$ cat src/rtl/tmr16_pkg.sv
package tmr16_pkg;
  localparam int CNT_W    = 16;
  localparam int BYTE_W   = 8;
  localparam int ADDR_W   = 3;
  localparam int NUM_TAPS = 7;

  localparam logic [ADDR_W-1:0] ADR_CTRL = 3'd0;
  localparam logic [ADDR_W-1:0] ADR_ALO  = 3'd1;
  localparam logic [ADDR_W-1:0] ADR_AHI  = 3'd2;
  localparam logic [ADDR_W-1:0] ADR_BLO  = 3'd3;
  localparam logic [ADDR_W-1:0] ADR_BHI  = 3'd4;
  localparam logic [ADDR_W-1:0] ADR_FLAG = 3'd5;

  typedef enum logic [1:0] {
    MODE_TMR = 2'b00,
    MODE_CAP = 2'b01,
    MODE_ONE = 2'b10,
    MODE_REP = 2'b11
  } tmrMode_e;

  typedef struct packed {
    logic cntInc;
    logic cntClr;
    logic capLoad;
  } dpStrb_t;
endpackage

$ cat src/rtl/tmr16_ctrl.sv
module tmr16_ctrl
  import tmr16_pkg::*;
#(
  parameter int NUM_SRC_TAPS = NUM_TAPS,
  parameter int SYNC_STAGES  = 2,
  parameter int AW           = ADDR_W,
  localparam int SRC_N  = NUM_SRC_TAPS + 1,
  localparam int SEL_W  = $clog2(SRC_N),
  localparam int CTRL_W = 3 + SEL_W
) (
  input  logic                    clk,
  input  logic                    rst_n,
  input  logic                    wrEn,
  input  logic [AW-1:0]           wrAddr,
  input  logic [CTRL_W-1:0]       wrData,
  input  logic [NUM_SRC_TAPS-1:0] tapStrb,
  input  logic                    nbrMatch,
  input  logic                    capPin,
  input  logic                    cntEqA,
  input  logic                    cntLtB,
  output dpStrb_t                 strb,
  output logic                    tmrEn,
  output logic                    toggleOut,
  output logic                    pwmOut,
  output logic                    irqFlag
);
  tmrMode_e          mode;
  logic [SEL_W-1:0]  clkSel;
  logic [SRC_N-1:0]  srcVec;
  logic [SYNC_STAGES-1:0] capSync;
  logic capPrev, capRise;
  logic oneDone, running, tick, matchEv, capMode, ppgMode;
  logic ctrlWr, flagClr;

  assign ctrlWr  = wrEn && (wrAddr == ADR_CTRL);
  assign flagClr = wrEn && (wrAddr == ADR_FLAG) && wrData[0];

  // control fields
  always_ff @(posedge clk or negedge rst_n) begin
    if (!rst_n) begin
      tmrEn  <= 1'b0;
      mode   <= MODE_TMR;
      clkSel <= '0;
    end else if (ctrlWr) begin
      tmrEn  <= wrData[0];
      mode   <= tmrMode_e'(wrData[2:1]);
      clkSel <= wrData[3 +: SEL_W];
    end
  end

  // capture pin synchroniser and edge detect
  always_ff @(posedge clk or negedge rst_n) begin
    if (!rst_n) begin
      capSync <= '0;
      capPrev <= 1'b0;
    end else begin
      capSync <= {capSync[SYNC_STAGES-2:0], capPin};
      capPrev <= capSync[SYNC_STAGES-1];
    end
  end
  assign capRise = capSync[SYNC_STAGES-1] && !capPrev;

  assign srcVec  = {nbrMatch, tapStrb};
  assign capMode = (mode == MODE_CAP);
  assign ppgMode = (mode == MODE_ONE) || (mode == MODE_REP);
  assign running = tmrEn && !((mode == MODE_ONE) && oneDone);
  assign tick    = running && srcVec[clkSel];
  assign matchEv = tick && !capMode && cntEqA;

  always_comb begin
    strb.cntClr  = matchEv || ctrlWr;
    strb.cntInc  = tick && !matchEv;
    strb.capLoad = tmrEn && capMode && capRise;
  end

  always_ff @(posedge clk or negedge rst_n) begin
    if (!rst_n) begin
      oneDone   <= 1'b0;
      toggleOut <= 1'b0;
      irqFlag   <= 1'b0;
    end else begin
      if (ctrlWr)                              oneDone <= 1'b0;
      else if (matchEv && mode == MODE_ONE)    oneDone <= 1'b1;

      if (ctrlWr)                              toggleOut <= 1'b0;
      else if (matchEv && mode == MODE_TMR)    toggleOut <= !toggleOut;

      if (matchEv || strb.capLoad)             irqFlag <= 1'b1;
      else if (flagClr)                        irqFlag <= 1'b0;
    end
  end

  assign pwmOut = running && ppgMode && cntLtB;
endmodule

$ cat src/rtl/tmr16_dpath.sv
module tmr16_dpath
  import tmr16_pkg::*;
#(
  parameter int CW = CNT_W,
  parameter int BW = BYTE_W,
  parameter int AW = ADDR_W,
  localparam int HI_W  = CW - BW,
  localparam int NREGS = 2
) (
  input  logic          clk,
  input  logic          rst_n,
  input  logic          wrEn,
  input  logic [AW-1:0] wrAddr,
  input  logic [BW-1:0] wrData,
  input  dpStrb_t       strb,
  output logic [CW-1:0] cntVal,
  output logic [CW-1:0] bVal,
  output logic          cntEqA,
  output logic          cntLtB
);
  logic [CW-1:0] dataReg [NREGS];
  logic [CW-1:0] cnt;

  // A (index 0) and B (index 1) share one byte-write structure
  for (genvar r = 0; r < NREGS; r++) begin : g_dreg
    localparam logic [AW-1:0] LO_ADR = AW'(ADR_ALO + 2 * r);
    localparam logic [AW-1:0] HI_ADR = AW'(ADR_ALO + 2 * r + 1);
    always_ff @(posedge clk or negedge rst_n) begin
      if (!rst_n) begin
        dataReg[r] <= '0;
      end else if (r == 1 && strb.capLoad) begin
        dataReg[r] <= cnt;
      end else if (wrEn && wrAddr == LO_ADR) begin
        dataReg[r][BW-1:0] <= wrData;
      end else if (wrEn && wrAddr == HI_ADR) begin
        dataReg[r][CW-1:BW] <= wrData[HI_W-1:0];
      end
    end
  end

  always_ff @(posedge clk or negedge rst_n) begin
    if (!rst_n)           cnt <= '0;
    else if (strb.cntClr) cnt <= '0;
    else if (strb.cntInc) cnt <= cnt + 1'b1;
  end

  assign cntEqA = (cnt == dataReg[0]);
  assign cntLtB = (cnt <  dataReg[1]);
  assign cntVal = cnt;
  assign bVal   = dataReg[1];
endmodule

$ cat src/rtl/tmr16_top.sv
module tmr16_top
  import tmr16_pkg::*;
#(
  parameter int TAPS = NUM_TAPS,
  parameter int SYNC = 2,
  localparam int SEL_W  = $clog2(TAPS + 1),
  localparam int CTRL_W = 3 + SEL_W
) (
  input  logic              clk,
  input  logic              rst_n,
  input  logic              wrEn,
  input  logic [ADDR_W-1:0] wrAddr,
  input  logic [BYTE_W-1:0] wrData,
  input  logic [TAPS-1:0]   tapStrb,
  input  logic              nbrMatch,
  input  logic              capPin,
  output logic              toggleOut,
  output logic              pwmOut,
  output logic              irqFlag,
  output logic [CNT_W-1:0]  cntVal,
  output logic [CNT_W-1:0]  bVal
);
  dpStrb_t strb;
  logic    cntEqA, cntLtB, tmrEn;

  tmr16_ctrl #(.NUM_SRC_TAPS(TAPS), .SYNC_STAGES(SYNC), .AW(ADDR_W)) u_ctrl (
    .clk(clk), .rst_n(rst_n), .wrEn(wrEn), .wrAddr(wrAddr),
    .wrData(wrData[CTRL_W-1:0]), .tapStrb(tapStrb), .nbrMatch(nbrMatch),
    .capPin(capPin), .cntEqA(cntEqA), .cntLtB(cntLtB), .strb(strb),
    .tmrEn(tmrEn), .toggleOut(toggleOut), .pwmOut(pwmOut), .irqFlag(irqFlag)
  );

  tmr16_dpath #(.CW(CNT_W), .BW(BYTE_W), .AW(ADDR_W)) u_dpath (
    .clk(clk), .rst_n(rst_n), .wrEn(wrEn), .wrAddr(wrAddr), .wrData(wrData),
    .strb(strb), .cntVal(cntVal), .bVal(bVal), .cntEqA(cntEqA), .cntLtB(cntLtB)
  );
endmodule

$ cat config.mk
export PLATFORM = sky130hd
export DESIGN_NAME = tmr16_top
export DESIGN_NICKNAME = d
export VERILOG_FILES = /design/src/rtl/tmr16_pkg.sv /design/src/rtl/tmr16_ctrl.sv /design/src/rtl/tmr16_dpath.sv /design/src/rtl/tmr16_top.sv
export SDC_FILE = /design/constraint.sdc
export NUM_CORES = 1
export LEC_CHECK = 0
export CORE_MARGIN = 2
export CORE_UTILIZATION = 35
export CTS_CLUSTER_DIAMETER = 50
export DETAILED_ROUTE_END_ITERATION = 8
export GPL_TIMING_DRIVEN = 0
export SLEW_MARGIN = 20
export SYNTH_ARGS = -nofsm -noshare
export SYNTH_HDL_FRONTEND = slang
export SYNTH_SLANG_ARGS = --single-unit
$ cat constraint.sdc
create_clock -name clk -period 3.19 [get_ports clk]
set_input_delay 0.957 -clock clk [delete_from_list [all_inputs] [get_ports clk]]
set_output_delay 0.957 -clock clk [all_outputs]
set_load 0.005 [all_outputs]
Word-level counts from Yosys, hierarchy flattened
Cells that the tools add are included.
Cells by class
  add/subtract/negate cells: 1
  equal/unequal tests: 10
  mux-type cells: 14
  bitwise logic cells: 1
  reduce and logical (&&, ||, !) cells: 38
  magnitude comparators: 2
Operators with widths (number)
  16-bit two-way mux: 3
  8-bit two-way mux: 3
  1-bit logical AND: 20
  16-bit by 1-bit adder with 16-bit output (second input constant): 1
  16-bit equality test: 1
  16-bit < comparator: 1
  2-bit nonzero test: 6
  1-bit two-way mux: 7
  3-bit by 2-bit equality test with 1-bit output (second input constant): 2
  3-bit equality test (second input constant): 2
  1-bit zero test: 5
  2-bit equality test (second input constant): 2
  3-bit by 4-bit < comparator with 1-bit output (second input constant): 1
  2-bit AND reduction: 2
  1-bit binary-select mux with 3-bit select: 1
  3-bit by 1-bit equality test with 1-bit output (second input constant): 1
  3-bit zero test: 1
  1-bit logical OR: 3
  2-bit by 1-bit equality test with 1-bit output (second input constant): 1
  2-bit zero test: 1
  2-bit inequality test (second input constant): 1
  1-bit NOT: 1
Storage, ports and cells
  bits in registers: 60
  word-level logic and storage cells: 79
  input bits: 23
  output and inout port bits: 35

Logic depth before layout (Yosys ltp)
Gate-level depths: netlist (run 1).
  depth after elaboration: 11
  mapped depth: 10
  mapped depth without buffers: 8

Hierarchy
Synthesis (run 1) repeated with hierarchy kept, for this count alone.
Unflattened totals
  cell total of the unflattened synthesis: 332
  area total of the unflattened synthesis: 3468.3 µm²
Modules (own cells, without submodules)
  tmr16_dpath: cells each 276, times used 1, seq. area each 1201.2 µm², area each 2844.0 µm²
  tmr16_ctrl: cells each 56, times used 1, seq. area each 300.3 µm², area each 624.3 µm²

Worst setup path after synthesis (run 1)
Ideal clock, no wire load.
  kind: reg2out
  start: register u_dpath.cnt[5] (netlist: u_dpath.cntVal[5])
  end: output pwmOut
  cell stages (with the launch flop): 8
  path buffers: 0
  slack: 647 ps
  required time: 2233 ps
  data arrival time: 1586 ps
  path through: dfrtp_1 -> ha_1 -> a21o_1 -> a21o_1 -> a21oi_1 -> o31a_1 -> o21ai_0 -> a31oi_1
On the way
  longest elaborated chain between the ends: 2
Ends and longest elaborated chain
  start: declaration: RTL line tmr16_dpath.sv:22  | logic [CW-1:0] cnt;
  start signal: assignment: RTL line tmr16_dpath.sv:44  | else if (strb.cntInc) cnt <= cnt + 1'b1;
  16-bit < comparator: RTL line tmr16_dpath.sv:48  | assign cntLtB = (cnt < dataReg[1]);
  1-bit logical AND: RTL line tmr16_ctrl.sv:93  | assign pwmOut = running && ppgMode && cntLtB;
  end: declaration: RTL line tmr16_top.sv:18  | output logic pwmOut,
No other way between the ends.

Worst setup path after layout (run 1)
  start: register u_dpath.dataReg (netlist bit u_dpath.bVal[5])
  end: output pwmOut
On the way
  longest elaborated chain between the ends: 2
Ends and longest elaborated chain
  start: declaration: RTL line tmr16_dpath.sv:21  | logic [CW-1:0] dataReg [NREGS];
  start signal: indexed assignment: RTL line tmr16_dpath.sv:32  | dataReg[r] <= cnt;
  start signal: indexed assignment: RTL line tmr16_dpath.sv:34  | dataReg[r][BW-1:0] <= wrData;
  start signal: indexed assignment: RTL line tmr16_dpath.sv:36  | dataReg[r][CW-1:BW] <= wrData[HI_W-1:0];
  16-bit < comparator: RTL line tmr16_dpath.sv:48
  1-bit logical AND: RTL line tmr16_ctrl.sv:93
No other way between the ends.

==> summary.md, run 1 <==
| Metric | Value |
|---|---|
| Cells after synthesis | `353` |
| Synth cell types | `45` |
| Hold WC Path Type | `reg2reg` |
| First-pass GRT wire length | `14.9 mm` |
| Post-synthesis register bit count | `60` |
| H-tree level count | `3` |
| Critical Path AT | `2.13 ns` |
| Final std cell area, no fill | `0.00448 mm2` |
| Worst flop-to-flop path startpoint | `u_dpath.cntVal[7]$_DFFE_PN0P_` |
| Avg WL per Cell | `16.4 um` |
| Root Driver | `clkbuf_8` |
| RR Endpoint | `u_dpath.cntVal[9]$_DFFE_PN0P_` |
| Final Total Pwr | `2.75 mW` |
| Post-route setup slack | `0.106 ns` |
| Gr ovfl total | `0` |
| Pre-CTS WS | `-0.236 ns` |
| Area after DPL | `0.00423 mm2` |
| DIE AREA | `0.0107 mm2` |
| Syn Area/Cell | `9.83 um2` |
| FFs w/ async S/R, synth | `100%` |
| Post-route minimum period | `3.08 ns` |
| Post-synth EDFFs | `0` |
| Overall routing resource usage | `17.8%` |
| Unrepaired setup endpoints after global routing | `no` |
| CP startpoint kind | `flip-flop` |
| CTS sink count | `60` |
| Most frequent cells in the layout | `clkdlybuf4s50_1, dfrtp_1, nor2_1` |
| Placeable Area | `0.00968 mm2` |
| Main synth FF type | `dfrtp_1` |
| Final Hold Fails | `0` |
| Initial antenna violation count | `0` |
| Die X | `104 um` |
| WP data required | `2.23 ns` |
| R2r worst-path depth | `10` |
| Achievable frequency | `324 MHz` |
| Finish-stage setup viols | `0` |
| PortBufs | `57` |
| Clock Skew | `0.0122 ns` |
| Diode count | `0` |
| Clk buf depth | `2` |
| Pleak | `2.07 nW` |
| Final period utilization | `96.7%` |
| Die H | `104 um` |
| Vias in the first global route | `2745` |
| Post-synth top area share | `43.3%` |
| Area leader, netlist | `dfrtp_1` |
| Clk slew on worst S/H paths | `0.07 ns` |
| Worst Tran Pin Value | `0.985 ns` |
| RePlAce Congestion | `0.858` |
| Setup crit end kind | `primary output` |
| Setup Crit Path Kind | `reg2out` |
| Drt pass-1 iters | `5` |
| Nets | `468` |
| Initial Utilization | `35.8%` |
| Status | `finished, final reports clean` |
| Relative slew slack | `33.9%` |
| Top post-synthesis cells by area | `dfrtp_1, ha_1, mux2i_1` |
| Cell Pwr Density | `614 mW/mm2` |
| Reg2reg setup slack | `0.73 ns` |
| Worst Hold Endpoint | `u_ctrl.capSync[1]$_DFF_PN0_` |
| DRC Markers | `0` |
| Max-cap violations | `0` |
| Largest net degree at the start of global routing | `51` |
| Netlist Area Pre-Place | `0.00347 mm2` |
| Post-synthesis sequential area ratio | `43.3%` |
| Post-DP HPWL | `6.78 mm` |
| Final wirelength | `9.28 mm` |
| Avg Vias per Cell | `5.03` |
| Max-slew violation count | `0` |
| CTS Buf Count | `9` |
| Row Count | `36` |
| IO Count | `58` |
| Fraction of layout cells with a size suffix above 1 | `18.4%` |
| Fin Setup TNS | `0 ns` |
| Vias post-DR | `2850` |
| Peak supply drop | `0.220 mV` |
| Syn_nets | `392` |
| Antenna viol nets, final | `0` |
| Skew-Pair Late Insertion Delay | `0.34 ns` |
| Yosys warning count | `0` |
| Starting DRT DRC Count | `131` |
| Hold buffer count at cts | `0` |
| CTS tree | `yes` |
| P&R area growth vs syn | `29.1%` |
| Hold path cells | `0` |
| Worst hold start | `u_ctrl.capSync[0]$_DFF_PN0_` |
| Crit-path max FO | `3` |
-- cell usage after synthesis (2+ instances only) --
cell and count:
dfrtp_1 60, mux2_2 16, nor2_1 34, o21ai_0 4, xor2_1 8, clkbuf_1 10
nand4_1 9, mux2i_1 20, a21o_1 6, nor2_2 2, buf_4 17, ha_1 16
nand4b_1 2, o21ai_1 3, a31oi_1 5, o31ai_1 3, xnor2_1 14, nor4bb_1 2
or3_1 4, nand2_1 29, inv_1 17, nand3_1 9, o2bb2ai_1 2, buf_2 7
nand2b_1 2, a41oi_1 2, nor3_1 5, nand3b_1 2, a21oi_1 22, nor4_1 2
and3_1 5
-- kinds of logic (layout without fill, tap and decap cells) --
family / Yosys count / count (layout) / share of synthesized area, %
AOI/OAI and AO/OA: 53 / 53 / 9.49
xor gates and xnor gates: 22 / 22 / 5.56
adders and majority gates: 16 / 16 / 5.77
buffers and inverters: 51 / 132 / 7.61
DFF: 60 / 60 / 43.3
muxes: 37 / 37 / 11.6
and+or+nand+nor: 114 / 114 / 16.7
-- registers in the layout, summed over array words and instances, names as in the netlist --
name              flops
u_ctrl.toggleOut      1
u_ctrl.capPrev        1
u_ctrl.oneDone        1
u_dpath.bVal         16
u_ctrl.capSync        2
u_dpath.cntVal       16
u_ctrl.clkSel         3
u_dpath.dataReg      16
u_ctrl.irqFlag        1
u_ctrl.mode           2
u_ctrl.tmrEn          1
-- cell type report --
cell class / count / area [um2]
Clock inverter: 5 / 37.5
Fill cell: 953 / 5200
Inverter: 17 / 63.8
Sequential cell: 60 / 1510
Clock buffer: 11 / 141
Buffer: 34 / 200
Timing Repair Buffer: 65 / 643
Multi-Input combinational cell: 242 / 1720
Tap cell: 133 / 166
-- power by group --
part / switching, mW / internal, mW / total [mW]
Clock: 0.318 / 0.304 / 0.623
Sequential: 0.168 / 0.942 / 1.11
Combinational: 0.405 / 0.611 / 1.02
Total: 0.891 / 1.86 / 2.75
-- through the flow --
stage / hold slack [ns] / util (%) / instances
2_1_floorplan: 0.331 / - / 353
3_3_place_gp: 0.333 / 43.4 / 543
3_5_place_dp: 0.336 / 43.7 / 544
4_1_cts: 0.354 / 45.7 / 562
5_1_grt: 0.357 / 46.3 / 567
6_report: 0.350 / 46.3 / 567
-- how the worst max path moves through the flow --
stage,start,endpoint,cells after the start
final,u_dpath.bVal[5]$_DFFE_PN0P_,pwmOut,9
after global routing,u_dpath.bVal[5]$_DFFE_PN0P_,pwmOut,9
after CTS,u_dpath.cntVal[5]$_DFFE_PN0P_,pwmOut,8
after detailed placement,u_dpath.cntVal[5]$_DFFE_PN0P_,pwmOut,8
after global placement,rst_n,u_ctrl.toggleOut$_DFFE_PN0P_,1
after floorplan,u_dpath.cntVal[5]$_DFFE_PN0P_,pwmOut,7
-- repair_timing --
action / in CTS / in global routing
resized for setup: 10 / 2
pin swaps: 1 / 1
hold endpoints to repair: 0 / 0
setup buffers: 2 / 5
setup endpoints to repair: 1 / 1
-- critical path, stage by stage (launching register included) --
cell and delay [ns]:
dfrtp_1 0.40, inv_1 0.10, ha_4 0.21, a21o_1 0.15
a21o_1 0.17, a21oi_1 0.15, o31a_1 0.18, o21ai_2 0.10
a31oi_1 0.20, buf_2 0.14
-- metal layers --
metal	global-route usage, %	part of all wire [%]
met3	3.34	4.8
met4	5.89	1.8
met1	24.8	47
met2	28.2	47
met5	0	0
No activity file was read; power rests on OpenSTA's default activity.
==> inputs of run 2 (changes only) <==
ABC_CLOCK_PERIOD_IN_PS = 4000   (was not set)
clock period = 4 ns   (was 3.19 ns; I/O delays follow)
==> summary.md, run 2 (synthesis results as in run 1) <==
| Metric | Value |
|---|---|
| Status | `finished, final reports clean` |
| Clk buf depth | `2` |
| Crit-path max FO | `6` |
| Final Hold Fails | `0` |
| Nets | `464` |
| Worst Tran Pin Value | `0.975 ns` |
| Post-DP HPWL | `6.78 mm` |
| Avg WL per Cell | `16.3 um` |
| Initial antenna violation count | `0` |
| RePlAce Congestion | `0.858` |
| Worst path max stage delay | `0.54 ns` |
| Overall routing resource usage | `17.6%` |
| Commonest non-fill, non-tap cell in the layout | `dfrtp_1` |
| Antenna viol nets, final | `0` |
| Clk slew on worst S/H paths | `0.08 ns` |
| Final period utilization | `97.4%` |
| H-tree level count | `3` |
| Sequence of cells on the critical path | `ha_1, a21o_1, a21o_1, a21oi_1, o31a_1, o21ai_1, a31oi_1, clkdlybuf4s50_1` |
| Unrepaired setup endpoints after global routing | `no` |
| Clock Skew | `0.0142 ns` |
| Most frequent cells in the layout | `dfrtp_1, clkdlybuf4s50_1, nor2_1` |
| P&R area growth vs syn | `27.8%` |
| Internal power | `1.47 mW` |
| Vias post-DR | `2821` |
| DRC Markers | `0` |
| Die H | `104 um` |
| Fin Setup TNS | `0 ns` |
| Die X | `104 um` |
| Fraction of layout cells with a size suffix above 1 | `16.3%` |
| CTS tree | `yes` |
| Max-slew violation count | `0` |
| Crit path buf inv count | `1` |
| Cell Pwr Density | `491 mW/mm2` |
| Crit path max-delay family | `compound AO/OA/AOI/OAI gates` |
| Max-cap violations | `0` |
| CTS Buf Count | `9` |
| WHS | `0.350 ns` |
| Pleak | `2.05 nW` |
| Setup crit end kind | `primary output` |
| Achievable frequency | `257 MHz` |
| Hold buffer count at cts | `0` |
| Net Sw Frac | `32.3%` |
| Finish-stage setup viols | `0` |
| CTS sink count | `60` |
| Placeable Area | `0.00968 mm2` |
| Skew-Pair Late Insertion Delay | `0.34 ns` |
| Root Driver | `clkbuf_8` |
| Clk pwr share | `22.9%` |
| DIE AREA | `0.0107 mm2` |
| Diode count | `0` |
| Comb power frac | `36.1%` |
| Setup Crit Path Kind | `reg2out` |
| PortBufs | `57` |
| Hold WC Path Type | `reg2reg` |
| Gr ovfl total | `0` |
| Initial Utilization | `35.8%` |
| Avg Vias per Cell | `5.01` |
| Critical Path AT | `2.70 ns` |
| Sequential power share | `41.0%` |
| Sw Pwr | `0.703 mW` |
| Final wirelength | `9.19 mm` |
| Starting DRT DRC Count | `116` |
| Post-route setup slack | `0.104 ns` |
| Peak supply drop | `0.175 mV` |
| First-pass GRT wire length | `14.8 mm` |
| WP data required | `2.80 ns` |
| Row Count | `36` |
| Crit-path slowest cell | `clkdlybuf4s50_1` |
| Largest net degree at the start of global routing | `51` |
| Post-route minimum period | `3.90 ns` |
| Most Frequent Cell on Critical Path | `a21o_1` |
| Vias in the first global route | `2713` |
| IO Count | `58` |
| CP startpoint kind | `flip-flop` |
| Drt pass-1 iters | `4` |
| Pre-CTS WS | `0.331 ns` |
| Relative slew slack | `34.6%` |
run 2: layout make-up:
cell class / instances / area, um2
tap: 133 / 166
clock buffer: 11 / 141
clock inverter: 5 / 37.5
timing repair buffer: 61 / 618
sequential: 60 / 1500
buffer: 34 / 200
multi-input combinational: 242 / 1700
inverter: 17 / 63.8
fill: 949 / 5250
run 2: repair_timing:
| action | CTS | global route |
|---|---|---|
| setup endpoints to repair | 1 | 1 |
| gates resized for setup | 1 | 2 |
| buffers inserted | 0 | 3 |
| pin swaps | 1 | 1 |
run 2: worst reg2reg max path, cell delays in order, from the launching register on:
cell and delay, ns:
dfrtp_1 0.39, clkbuf_1 0.32, xnor2_1 0.16, nand3_1 0.10
nor3_1 0.26, and4_1 0.21, buf_2 0.23, or2_1 0.13
buf_2 0.19, buf_2 0.27, o21bai_1 0.10
run 2: worst paths after layout:
path                                                    start  slack (ns)                            end  depth (start not counted)
worst max-delay path            u_dpath.cntVal[5]$_DFFE_PN0P_        0.10                         pwmOut                          8
worst min-delay path              u_ctrl.capSync[0]$_DFF_PN0_        0.35    u_ctrl.capSync[1]$_DFF_PN0_                          0
worst max register to register  u_dpath.cntVal[7]$_DFFE_PN0P_        1.53  u_dpath.cntVal[9]$_DFFE_PN0P_                         10
worst min register to register    u_ctrl.capSync[0]$_DFF_PN0_        0.35    u_ctrl.capSync[1]$_DFF_PN0_                          0
max in group asynchronous                               rst_n        2.81  u_dpath.cntVal[9]$_DFFE_PN0P_                          2
min in group asynchronous                               rst_n        0.69  u_dpath.cntVal[4]$_DFFE_PN0P_                          1
run 2: power by group through the flow:
stage,logic (mW),registers (mW),clock network [mW]
final,0.786,0.892,0.497
after global routing,0.877,0.917,0.535
after CTS,0.797,0.894,0.507
after detailed placement,0.793,0.906,0
after global placement,0.769,0.902,0
after floorplan,0.478,0.856,0
run 2: layer usage:
metal	up-vias	GRT usage, %	routed length, um
li1	1365	-	-
met3	6	3.21	385
met5	-	0	0
met1	1376	24.6	4430
met4	0	5.02	75
met2	74	28.1	4300
run 2: stage by stage:
step           util (%)  instance area [um2]  cells  power, mW
3_5_place_dp       43.7                 4230    544       1.70
5_1_grt            45.8                 4430    563       2.33
2_1_floorplan         -                 3470    353       1.33
4_1_cts            45.5                 4410    560       2.20
3_3_place_gp       43.4                 4210    543       1.67
6_report           45.8                 4430    563       2.18
==> inputs of run 3 (changes only) <==
CAP_MARGIN = 20   (was not set)
CORE_UTILIZATION = 55   (was 35)
PLACE_DENSITY = 0.82   (was not set)
==> summary.md, run 3 (synthesis results as in run 1) <==
| Metric | Value |
|---|---|
| CTS Buf Count | `9` |
| Finish-stage setup viols | `0` |
| Diode count | `0` |
| Vias post-DR | `2933` |
| Placeable Area | `0.00599 mm2` |
| Achievable frequency | `256 MHz` |
| RR Endpoint | `u_dpath.cntVal[9]$_DFFE_PN0P_` |
| Unrepaired setup endpoints after global routing | `no` |
| Hold WC Path Type | `reg2reg` |
| Final Hold Fails | `0` |
| Starting DRT DRC Count | `271` |
| Reg2reg setup slack | `1.54 ns` |
| Non-filler cells, final | `506` |
| CTS tree | `yes` |
| FILL cells | `450` |
| Die H | `83.4 um` |
| Avg WL per Cell | `17.8 um` |
| Placed Cells | `486` |
| Die X | `83.4 um` |
| Overall routing resource usage | `26.9%` |
| R2r worst-path depth | `10` |
| WP data required | `2.80 ns` |
| Pleak | `2.07 nW` |
| Root Driver | `clkbuf_8` |
| Area of the multi-input gates | `0.00170 mm2` |
| DRC Markers | `0` |
| Hold path cells | `0` |
| Sequence of cells on the critical path | `ha_1, a21o_1, a211oi_1, o31a_1, o21ai_1, a31oi_1, clkdlybuf4s50_1` |
| Crit-path max FO | `7` |
| Fraction of layout cells with a size suffix above 1 | `16.5%` |
| First-pass GRT wire length | `14.6 mm` |
| Worst flop-to-flop path startpoint | `u_dpath.cntVal[7]$_DFFE_PN0P_` |
| Max-cap violations | `0` |
| Clk slew on worst S/H paths | `0.07 ns` |
| P&R area growth vs syn | `26.0%` |
| CTS sink count | `60` |
| Crit-path slowest cell | `clkdlybuf4s50_1` |
| Avg Vias per Cell | `5.80` |
| Drt pass-1 iters | `4` |
| Critical Path AT | `2.71 ns` |
| PortBufs | `57` |
| Cell Pwr Density | `503 mW/mm2` |
| Worst hold start | `u_ctrl.capSync[0]$_DFF_PN0_` |
| DIE AREA | `0.00696 mm2` |
| Antenna viol nets, final | `0` |
| Largest net degree at the start of global routing | `37` |
| CP startpoint kind | `flip-flop` |
| Most frequent cells in the layout | `dfrtp_1, clkdlybuf4s50_1, nor2_1` |
| Clock Skew | `0.00858 ns` |
| IO Count | `58` |
| Worst path max stage delay | `0.54 ns` |
| Post-DP HPWL | `6.47 mm` |
| Status | `finished, final reports clean` |
| Peak supply drop | `0.322 mV` |
| H-tree level count | `3` |
| Commonest non-fill, non-tap cell in the layout | `dfrtp_1` |
| RePlAce Congestion | `0.864` |
| Final wirelength | `9.03 mm` |
| Post-route minimum period | `3.91 ns` |
| Skew-Pair Late Insertion Delay | `0.34 ns` |
| Reg area | `0.00150 mm2` |
| Max-slew violation count | `0` |
| Gr ovfl total | `0` |
| Final period utilization | `97.8%` |
| Setup crit end kind | `primary output` |
| Nets | `465` |
| WHS | `0.352 ns` |
| Initial Utilization | `57.9%` |
| Row Count | `28` |
| Clk buf depth | `2` |
| Worst Tran Pin Value | `1.01 ns` |
| Setup Crit Path Kind | `reg2out` |
| Initial antenna violation count | `0` |
| Vias in the first global route | `2801` |
| Worst Hold Endpoint | `u_ctrl.capSync[1]$_DFF_PN0_` |
| Relative slew slack | `32.3%` |
run 3: cell count changes in the layout (fill, tap and decap cells not counted), sizes merged:
cell and change:
buf +1, clkbuf +1, clkinvlp -1
run 3: layout make-up:
| type | count | area share, % |
|---|---|---|
| clock buffer | 12 | 3.78 |
| inverter | 17 | 1.46 |
| clock inverter | 4 | 0.515 |
| multi-input combinational | 242 | 39.0 |
| timing repair buffer | 62 | 14.1 |
| buffer | 34 | 4.58 |
| tap | 75 | 2.15 |
| sequential | 60 | 34.4 |
run 3: through the flow:
step / worst slack (ns) / total power, mW / instance area (um2) / utilization [%] / TNS [ns]
global placement: -0.200 / 1.65 / 4130 / 69.0 / -11.75
floorplan: 1.21 / 1.33 / 3470 / - / 0
finish: 0.0882 / 2.20 / 4370 / 72.9 / 0
global route: 0.00689 / 2.33 / 4370 / 72.9 / 0
detailed placement: 0.327 / 1.69 / 4150 / 69.3 / 0
CTS: 0.0254 / 2.20 / 4340 / 72.4 / 0
run 3: power breakdown:
part / internal, mW / leakage [nW] / switching, mW
Clock: 0.272 / 0.0982 / 0.239
Combinational: 0.480 / 1.23 / 0.321
Sequential: 0.750 / 0.744 / 0.136
Total: 1.50 / 2.07 / 0.697
run 3: what timing repair did:
action,4_1_cts,5_1_grt
buffers inserted,0,4
resized for setup,1,1
hold buffers,0,0
pin swaps,0,1
endpoints found under the setup margin,1,1
run 3: how the worst max path moves through the flow:
| stage | to | start | cells after the start | slack [ns] |
|---|---|---|---|---|
| detailed placement | pwmOut | u_dpath.cntVal[5]$_DFFE_PN0P_ | 8 | 0.33 |
| CTS | pwmOut | u_dpath.cntVal[5]$_DFFE_PN0P_ | 8 | 0.03 |
| floorplan | pwmOut | u_dpath.cntVal[5]$_DFFE_PN0P_ | 7 | 1.21 |
| global placement | u_dpath.cntVal[5]$_DFFE_PN0P_ | rst_n | 1 | -0.20 |
| global route | pwmOut | u_dpath.cntVal[5]$_DFFE_PN0P_ | 8 | 0.007 |
| finish | pwmOut | u_dpath.cntVal[1]$_DFFE_PN0P_ | 7 | 0.09 |
run 3: critical path: cells and delay by family, from the launching register on:
family | cells | cell delay [ns]
buffers and inverters | 1 | 0.54
AOI/OAI and AO/OA | 5 | 1.03
adders and majority gates | 1 | 0.33
DFF | 1 | 0.47
run 3: metal layers:
metal	up-vias	GRT usage, %	share of wire, %
met1	1436	37.9	43
met4	0	7.48	1.7
li1	1366	-	-
met5	-	0	0
met2	117	42.7	49
met3	14	5.27	7.1
